File: src/rtl/link_pkg.sv
package link_pkg;

    localparam int BYTE_W = 8;

    typedef enum logic [3:0] {
        L_RST0, L_RST1, L_RST2, L_RST3,
        L_IDLE, L_PREP, L_OUT, L_IN, L_GAP, L_ABRT
    } link_st_e;

    typedef enum logic {
        DLY_SETTLE,
        DLY_GAP
    } dly_sel_e;

    typedef struct packed {
        logic tip_n;
        logic ack;
        logic dir_out;
    } line_t;

    localparam line_t LINES_IDLE = '{tip_n: 1'b1, ack: 1'b1, dir_out: 1'b0};
    localparam line_t LINES_RX   = '{tip_n: 1'b0, ack: 1'b1, dir_out: 1'b0};
    localparam line_t LINES_TX   = '{tip_n: 1'b0, ack: 1'b1, dir_out: 1'b1};

    function automatic int unsigned us_cycles(input int unsigned us, input int unsigned mhz);
        return us * mhz;
    endfunction

endpackage

File: src/rtl/link_delay.sv
module link_delay
    import link_pkg::*;
#(
    parameter int unsigned CLK_MHZ   = 100,
    parameter int unsigned SETTLE_US = 150,
    parameter int unsigned GAP_US    = 1500
) (
    input  logic     clk,
    input  logic     rst,
    input  logic     load,
    input  dly_sel_e sel,
    output logic     zero
);
    localparam int unsigned SETTLE_CYC = us_cycles(SETTLE_US, CLK_MHZ);
    localparam int unsigned GAP_CYC    = us_cycles(GAP_US, CLK_MHZ);
    localparam int unsigned MAX_CYC    = (GAP_CYC > SETTLE_CYC) ? GAP_CYC : SETTLE_CYC;
    localparam int CW = $clog2(MAX_CYC + 1);

    logic [CW-1:0] cnt;

    always_ff @(posedge clk) begin
        if (rst) begin
            cnt <= CW'(SETTLE_CYC);
        end else if (load) begin
            cnt <= (sel == DLY_GAP) ? CW'(GAP_CYC) : CW'(SETTLE_CYC);
        end else if (cnt != '0) begin
            cnt <= cnt - 1'b1;
        end
    end

    assign zero = (cnt == '0);

    AST_DLY_COUNTS_DOWN: assert property (@(posedge clk) disable iff (rst)
        (!load && cnt != '0) |=> (cnt == $past(cnt) - 1'b1));

endmodule

File: src/rtl/link_buf.sv
module link_buf
    import link_pkg::*;
#(
    parameter int DEPTH = 16,
    localparam int AW = (DEPTH > 1) ? $clog2(DEPTH) : 1
) (
    input  logic              clk,
    input  logic              we,
    input  logic [AW-1:0]     waddr,
    input  logic [BYTE_W-1:0] wdata,
    input  logic [AW-1:0]     raddr,
    output logic [BYTE_W-1:0] rdata
);
    logic [BYTE_W-1:0] mem [DEPTH];

    always_ff @(posedge clk) begin
        if (we) begin
            mem[waddr] <= wdata;
        end
    end

    assign rdata = mem[raddr];

endmodule

File: src/rtl/shreg_link_ctrl.sv
module shreg_link_ctrl
    import link_pkg::*;
#(
    parameter int unsigned CLK_MHZ   = 100,
    parameter int unsigned SETTLE_US = 150,
    parameter int unsigned GAP_US    = 1500,
    parameter int TX_DEPTH = 16,
    parameter int RX_DEPTH = 256,
    localparam int TXAW = $clog2(TX_DEPTH),
    localparam int TXLW = $clog2(TX_DEPTH + 1),
    localparam int RXAW = $clog2(RX_DEPTH)
) (
    input  logic              clk,
    input  logic              rst,
    input  logic              tx_wr_en,
    input  logic [TXAW-1:0]   tx_wr_addr,
    input  logic [BYTE_W-1:0] tx_wr_data,
    input  logic              tx_start,
    input  logic [TXLW-1:0]   tx_len,
    output logic              tx_busy,
    output logic              rx_done,
    output logic [BYTE_W-1:0] rx_type,
    output logic [RXAW-1:0]   rx_len,
    output logic              rx_ovf,
    input  logic [RXAW-1:0]   rx_rd_addr,
    output logic [BYTE_W-1:0] rx_rd_data,
    output logic              sr_dir_out,
    output logic              sr_load,
    output logic [BYTE_W-1:0] sr_load_data,
    input  logic [BYTE_W-1:0] sr_rd_data,
    input  logic              sr_done,
    output logic              tip_n,
    output logic              ack,
    input  logic              req_n
);
    localparam logic [RXAW-1:0] RX_LAST = RXAW'(RX_DEPTH - 1);

    link_st_e          st;
    line_t             lines;
    logic [TXLW-1:0]   frame_len;
    logic [TXLW-1:0]   sent;
    logic [TXLW-1:0]   sent_nx;
    logic [RXAW-1:0]   cnt;
    logic [BYTE_W-1:0] type_sh;
    logic [BYTE_W-1:0] tx_byte;
    logic [TXAW-1:0]   tx_raddr;
    logic              tmr_load;
    dly_sel_e          tmr_sel;
    logic              tmr_zero;
    logic              rx_last;
    logic              rx_we;

    assign tip_n      = lines.tip_n;
    assign ack        = lines.ack;
    assign sr_dir_out = lines.dir_out;
    assign sent_nx    = sent + 1'b1;
    assign tx_raddr   = (st == L_OUT) ? sent_nx[TXAW-1:0] : '0;
    assign rx_last    = req_n || (cnt == RX_LAST);
    assign rx_we      = (st == L_IN) && sr_done;

    link_delay #(.CLK_MHZ(CLK_MHZ), .SETTLE_US(SETTLE_US), .GAP_US(GAP_US)) u_delay (
        .clk(clk), .rst(rst), .load(tmr_load), .sel(tmr_sel), .zero(tmr_zero)
    );

    link_buf #(.DEPTH(TX_DEPTH)) u_txbuf (
        .clk(clk), .we(tx_wr_en), .waddr(tx_wr_addr), .wdata(tx_wr_data),
        .raddr(tx_raddr), .rdata(tx_byte)
    );

    link_buf #(.DEPTH(RX_DEPTH)) u_rxbuf (
        .clk(clk), .we(rx_we), .waddr(cnt), .wdata(sr_rd_data),
        .raddr(RXAW'(rx_rd_addr + 1'b1)), .rdata(rx_rd_data)
    );

    // Timer reload requests: one counter serves every wait.
    always_comb begin
        tmr_load = 1'b0;
        tmr_sel  = DLY_SETTLE;
        unique case (st)
            L_RST0, L_RST1, L_RST2: tmr_load = tmr_zero;
            L_IDLE: tmr_load = !(sr_done && !req_n) && tx_busy && req_n;
            L_OUT:  tmr_load = sr_done && !req_n;
            L_IN: begin
                if (sr_done && rx_last && tx_busy) begin
                    tmr_load = 1'b1;
                    tmr_sel  = DLY_GAP;
                end
            end
            default: tmr_load = 1'b0;
        endcase
    end

    always_ff @(posedge clk) begin
        if (rst) begin
            st           <= L_RST0;
            lines        <= LINES_IDLE;
            sr_load      <= 1'b0;
            sr_load_data <= '0;
            tx_busy      <= 1'b0;
            frame_len    <= '0;
            sent         <= '0;
            cnt          <= '0;
            type_sh      <= '0;
            rx_done      <= 1'b0;
            rx_type      <= '0;
            rx_len       <= '0;
            rx_ovf       <= 1'b0;
        end else begin
            sr_load <= 1'b0;
            rx_done <= 1'b0;
            if (tx_start && !tx_busy && tx_len != '0 && tx_len <= TXLW'(TX_DEPTH)) begin
                tx_busy   <= 1'b1;
                frame_len <= tx_len;
            end
            unique case (st)
                L_RST0: if (tmr_zero) begin lines.tip_n <= 1'b0;       st <= L_RST1; end
                L_RST1: if (tmr_zero) begin lines.ack   <= ~lines.ack; st <= L_RST2; end
                L_RST2: if (tmr_zero) begin lines.tip_n <= 1'b1;       st <= L_RST3; end
                L_RST3: if (tmr_zero) begin lines <= LINES_IDLE;       st <= L_IDLE; end
                L_IDLE: begin
                    if (sr_done && !req_n) begin
                        lines <= LINES_RX;
                        cnt   <= '0;
                        st    <= L_IN;
                    end else if (tx_busy && req_n) begin
                        st <= L_PREP;
                    end
                end
                L_PREP, L_GAP: begin
                    if (tmr_zero) begin
                        if (req_n) begin
                            lines        <= LINES_TX;
                            sr_load      <= 1'b1;
                            sr_load_data <= tx_byte;
                            sent         <= '0;
                            st           <= L_OUT;
                        end else begin
                            st <= L_IDLE;
                        end
                    end
                end
                L_OUT: begin
                    if (sr_done) begin
                        if (!req_n) begin
                            lines <= LINES_IDLE;
                            sent  <= '0;
                            st    <= L_ABRT;
                        end else if (sent_nx == frame_len) begin
                            lines   <= LINES_IDLE;
                            tx_busy <= 1'b0;
                            st      <= L_IDLE;
                        end else begin
                            sr_load      <= 1'b1;
                            sr_load_data <= tx_byte;
                            lines.ack    <= ~lines.ack;
                            sent         <= sent_nx;
                        end
                    end
                end
                L_ABRT: begin
                    if (tmr_zero) begin
                        lines <= LINES_RX;
                        cnt   <= '0;
                        st    <= L_IN;
                    end
                end
                L_IN: begin
                    if (sr_done) begin
                        if (cnt == '0) type_sh <= sr_rd_data;
                        if (rx_last) begin
                            lines   <= LINES_IDLE;
                            rx_done <= 1'b1;
                            rx_len  <= cnt;
                            rx_ovf  <= !req_n;
                            rx_type <= (cnt == '0) ? sr_rd_data : type_sh;
                            st      <= tx_busy ? L_GAP : L_IDLE;
                        end else begin
                            lines.ack <= ~lines.ack;
                            cnt       <= cnt + 1'b1;
                        end
                    end
                end
                default: st <= L_IDLE;
            endcase
        end
    end

    AST_IDLE_INPUT_DIR: assert property (@(posedge clk) disable iff (rst)
        (st == L_IDLE) |-> (tip_n && !sr_dir_out && !sr_load));

    AST_LOAD_NEEDS_OUT: assert property (@(posedge clk) disable iff (rst)
        sr_load |-> (sr_dir_out && !tip_n));

    AST_ACK_FLIPS_PER_BYTE: assert property (@(posedge clk) disable iff (rst)
        (sr_load && st == L_OUT && $past(st) == L_OUT) |-> (ack != $past(ack)));

    AST_ABORT_RELEASES: assert property (@(posedge clk) disable iff (rst)
        (st == L_OUT && sr_done && !req_n) |=> (tip_n && !sr_dir_out && !sr_load && tx_busy));

    AST_RX_LINES: assert property (@(posedge clk) disable iff (rst)
        (st == L_IN) |-> (!tip_n && !sr_dir_out));

    AST_NO_OVERFLOW: assert property (@(posedge clk) disable iff (rst)
        (st == L_IN && sr_done && cnt == RX_LAST) |=> (rx_done && tip_n));

    AST_DELIVERY_STABLE: assert property (@(posedge clk) disable iff (rst)
        !rx_done |-> ($stable(rx_ovf) && $stable(rx_len) && $stable(rx_type)));

endmodule

File: config.mk
export PLATFORM = sky130hd
export DESIGN_NAME = shreg_link_ctrl
export DESIGN_NICKNAME = d
export VERILOG_FILES = /design/src/rtl/link_pkg.sv /design/src/rtl/link_delay.sv /design/src/rtl/link_buf.sv /design/src/rtl/shreg_link_ctrl.sv
export SDC_FILE = /design/constraint.sdc
export NUM_CORES = 2
export LEC_CHECK = 0
export BUFFER_PORTS_ARGS = -buffer_cell sky130_fd_sc_hd__buf_2
export CAP_MARGIN = 30
export CORE_ASPECT_RATIO = 1.25
export CORE_UTILIZATION = 25
export DETAILED_ROUTE_END_ITERATION = 8
export SYNTH_ARGS = -nofsm -noshare
export SYNTH_HDL_FRONTEND = slang
export SYNTH_SLANG_ARGS = --single-unit
File: constraint.sdc
create_clock -name clk -period 5.6 [get_ports clk]
set_clock_uncertainty 0.15 [all_clocks]
set_input_delay 0.84 -clock clk [delete_from_list [all_inputs] [get_ports clk]]
set_output_delay 0.84 -clock clk [all_outputs]
set_load 0.02 [all_outputs]
Word-level counts from Yosys, hierarchy flattened. Memories as Yosys holds them, arrays and structs flattened. Cells that the tools add are included.

$lt $le $gt $ge: 1. Equal/unequal tests: 28. Reductions and logical operators: 37. Bitwise gates (word level): 3. Mux-type cells: 77. Add/sub/neg operators: 4.

Operator list (count): two-way mux 8 bit (10); two-way mux 4 bit (15); two-way mux 18 bit (3); case mux 4 bit (9 select lines) (1); != test 2 bit, second input constant (14); two-way mux 1 bit (26); two-way mux 5 bit (5); two-way mux 3 bit (8); case mux 8 bit (3 select lines) (1); zero test 18 bit (1); nonzero test 18 bit (1); subtractor 18 x 1 -> 18 bit, second input constant (1); adder 8 x 1 -> 8 bit, second input constant (2); equality test 4 x 3 -> 1 bit, second input constant (4); case mux 8 bit (2 select lines) (1); AND reduction 12 bit (1); AND reduction 11 bit (1); logical AND 1 bit (10); case mux 5 bit (2 select lines) (1); AND reduction 10 bit (1); AND reduction 5 bit (2); AND reduction 9 bit (1); equality test 4 x 2 -> 1 bit, second input constant (2); equality test 4 bit, second input constant (2); other kinds (29) (36).

Memory bits (writable): 2176. Register bits after elaboration: 79. Memories: 2. Output and inout bits: 39.

Memories: u_rxbuf.mem (words 256, bits a word 8, read ports 1, clocked after Yosys merged registers in 0, write ports 1, line link_buf.sv:14) `logic [BYTE_W-1:0] mem [DEPTH];`; u_txbuf.mem (words 16, bits a word 8, read ports 1, clocked after Yosys merged registers in 0, write ports 1, line link_buf.sv:14).

Longest topological paths before layout.
Depth in word-level cells: 9. Mapped depth: 11. Gate-level depth less buffers: 9.

Cells and area by module. From an unflattened synthesis, not the netlist that was laid out.

Cell total of the unflattened synthesis: 4443. Area, all modules: 88681.3 sq um.

By module, submodules not included: link_buf at u_rxbuf (times used 1, cells each 3725, area each 79396.1 sq um); link_buf at u_txbuf (times used 1, cells each 221, area each 4987.3 sq um); shreg_link_ctrl (times used 1, cells each 381, area each 3285.7 sq um); link_delay (times used 1, cells each 116, area each 1012.2 sq um).

Worst setup path after synthesis. Ideal clock, no wire load.

Path type: input port to output port. From: input rx_rd_addr[0]. To: output rx_rd_data[6]. Cell stages on the path: 11. Required time: 4.610 ns. Buffers on the path: 4. Path slack: 1.031 ns. Arrival: 3.579 ns. Cell sequence: ha_1 -> clkbuf_1 -> buf_2 -> clkbuf_1 -> buf_1 -> mux4_2 -> nand2_1 -> a21oi_1 -> nor4_1 -> nor3_1 -> or4_1.

Longest elaborated chain between the ends: 2.

Ends and longest elaborated chain: from (decl) (line shreg_link_ctrl.sv:25) `input logic [RXAW-1:0] rx_rd_addr,`; adder 8 x 1 -> 8 bit (line shreg_link_ctrl.sv:72) `.raddr(RXAW'(rx_rd_addr + 1'b1)), .rdata(rx_rd_data)`; memory read (256 x 8 bit); to (decl) (line shreg_link_ctrl.sv:26) `output logic [BYTE_W-1:0] rx_rd_data,`.

No other way between the ends.

Worst setup path in the final report.
From: input rx_rd_addr[0]. To: output rx_rd_data[1].

Same word-level chain as after synthesis.

==> metrics.cfg <==
[setup_path]
r2r_end=u_rxbuf.mem[235][3]$_DFFE_PP_
arrival_ns=4.55
reg2reg_depth=7
startpoint_type=input pin
reg2reg_from=st[0]$_SDFFE_PP0P_
crit_path_start=rx_rd_addr[0]
required_ns=4.61
criticalPathCategory=input pin to output pin
slowest_delay_ns=0.67
end_kind=output pin
rrSetupSlack_ns=1.17
path_cells=buf_8, ha_4, buf_12, buf_12, mux4_2, mux2i_1, o221ai_1, o221ai_1, buf_4, o21ai_0, or4_1, buf_2
endpoint=rx_rd_data[1]
path_max_fanout=26
crit_path_top_delay_cell=or4_1

[drt]
drtIter0Drc=4589
routed_wl_um=219000
wl_per_cell_um=23.0
drt.antenna.violating_nets=0
drt_first_pass_iters=5
via_count=44200
drcViolationCount=0
vias_per_cell=4.63

[placed_design]
dp_slack_ns=-0.0161
dp.final_hpwl_um=136000
gp_congestion=0.825
port-buffer-count=77
placed_area_mm2=0.0956

[synthesis]
async_flop_share_pct=0
yosys_warnings=0
yosys.cell_types.count=81
syn_area_mm2=0.0885
synthCells=4513
syn_nets=4560
yosysSeqAreaShare_pct=75.6
synth_edf_count=2176
avgSynthCellArea_um2=19.6
synth_top_flop_cell=edfxtp_1
ys_seq_elements=2255

[final_layout]
final_cell_mix=2,176 x edfxtp_1, 527 x mux4_2, 334 x nor2_1
layout_commonest_cell=edfxtp_1
synthToLayoutAreaGrowth_pct=15.5
fin_area_mm2=0.102
seqCellArea_mm2=0.0669
fillers=34400
multi_input_area_mm2=0.0206
layout-drive-gt1-share_pct=22.7
final_util_pct=29.1
fin_nets=4745

[timing]
final_max_slew_viol_count=0
max_freq_ghz=0.181
worst_pin_slew_ns=1.08
hold_viol_final=0
fin_crit_sh_pct=98.9
rsz0062_at_grt=no
fin_ws_ns=0.0605
slew_headroom_pct=28.0
finalSetupViolCount=0
min_period_ns=5.54

[grt]
grt_pass1_wl_um=320000
grt_pass1_vias=45800
gr-usage-all-layers_pct=12.0
grt_max_degree=188
antenna_found_initial=15
globalRouteOverflowTotal=0

[clocking]
cts_buffers=216
cts.clk_slew.worst_paths_ns=0.06
cts_tree=done
ctsResizeCount=2
h-tree-depth=4
cts_setup_buffers=0
hold_buffers=0
cts_root_buffer=clkbuf_16
clock_path_buffers=4
cts.sinks=2255
clkLatencyLatePin_ns=0.85

[floorplan]
dieArea_mm2=0.357
io_pins=78
die_width_um=534
start_util_pct=25.2
die_y_um=667
core_mm2=0.351
rows=243

[pwr]
comb_power_share_pct=6.2
sw_frac_of_total_pct=21.7
seqPwrFrac_pct=53.6
powerDensity_mw_per_mm2=338
power.internal_mw=27.1
power_frac_clock_pct=40.2
vdd.ir_drop.worst_mv=0.250
p_leak_nw=31.1
power_switching_mw=7.50
power_mw=34.6

[run]
max_cap_viol_count=0

[hold_path]
hp-class=input pin to flop

[status]
outcome=complete, no violations

==> sequential cells by signal (all words and copies together) (netlist names), 4 cells and up <==
name	count
cnt	8
frame_len	5
rx_len	8
rx_type	8
sent	5
sr_load_data	8
st	4
type_sh	8
u_delay.cnt	18
u_rxbuf.mem	2048
u_txbuf.mem	128
==> logic make-up (layout without fill, tap and decap cells) <==
logic type / Yosys count / in the layout / synth area share, %
flops: 2255 / 2255 / 75.6
simple gates: 919 / 919 / 4.63
mux: 721 / 721 / 15.6
compound gates: 286 / 286 / 2.28
buf+inv: 284 / 638 / 1.34
xor+xnor: 40 / 40 / 0.413
fa+ha+maj: 8 / 8 / 0.113
other cells: 0 / 6 / 0
==> power groups by stage <==
| stage | registers (mW) | clock network, mW | logic, mW |
|---|---|---|---|
| CTS | 18.5 | 14.2 | 2.18 |
| detailed placement | 18.9 | 0 | 2.17 |
| floorplan | 18.9 | 0 | 1.19 |
| global placement | 18.9 | 0 | 2.15 |
| global route | 18.5 | 14.7 | 2.27 |
| finish | 18.5 | 13.9 | 2.15 |
==> critical path: cells and delay by family <==
kind            cells  cell delay (ns)
compound gates      3             1.01
buf+inv             5             1.05
fa+ha+maj           1             0.45
simple gates        1             0.67
mux                 2             0.46
==> cell usage after synthesis (all sizes together) (8+ instances only) <==
library cell,count,area [µm²]
edfxtp,2176,65300
nor3,58,300
ha,8,100
a21oi,68,344
inv,14,52.6
mux4,528,11900
nor4,13,87.6
nand4,16,100
or3,12,77.6
nand2b,16,100
buf,117,518
nand3,79,395
nand4b,10,87.6
o21ai,41,205
xnor2,21,184
or4,13,109
o221ai,42,368
mux2i,186,1860
xor2,18,158
nor2,336,1270
nor2b,15,93.8
a32o,28,280
nand2,308,1160
dfxtp,79,1580
o22ai,43,269
a32oi,10,87.6
clkbuf,153,614
a211oi,12,90.1
and3,13,83.8
==> routing by layer <==
metal / global-route usage (%) / vias to the layer above / part of all wire (%)
met1: 15.4 / 23500 / 40
li1: - / 18800 / -
met3: 1.57 / 329 / 6.1
met4: 3.89 / 2 / 2.9
met2: 21.0 / 1517 / 51
met5: 0 / - / 0.0059
==> worst min-delay path by stage <==
stage	start	to	slack (ns)	cells after the start
floorplan	type_sh[7]$_SDFFE_PP0P_	type_sh[7]$_SDFFE_PP0P_	0.28	2
global placement	sr_load_data[2]$_SDFFE_PP0P_	sr_load_data[2]$_SDFFE_PP0P_	0.29	2
CTS	tx_len[0]	frame_len[0]$_SDFFE_PP0P_	0.06	3
detailed placement	sr_load_data[2]$_SDFFE_PP0P_	sr_load_data[2]$_SDFFE_PP0P_	0.29	2
global route	tx_len[1]	frame_len[1]$_SDFFE_PP0P_	0.12	3
finish	tx_len[3]	frame_len[3]$_SDFFE_PP0P_	0.12	3
==> final cells by class <==
| type | instances | share of cell area, % |
|---|---|---|
| flip-flops and latches | 2255 | 65.5 |
| multi-input cells | 1974 | 20.1 |
| well taps | 4655 | 5.70 |
| clock buffers | 280 | 5.59 |
| repair buffers | 237 | 2.14 |
| clock inverters | 107 | 0.886 |
| inverters | 14 | 0.0514 |
| diodes | 6 | 0.0147 |
==> through the flow <==
step	setup TNS [ns]	cells	hold WS (ns)
3_3_place_gp	-0.105	9125	0.291
3_5_place_dp	-0.0161	9133	0.291
5_1_grt	0	9523	0.117
6_report	0	9528	0.117
4_1_cts	0	9520	0.0590
2_1_floorplan	0	4513	0.284
Power figures use the tool's default switching activity.
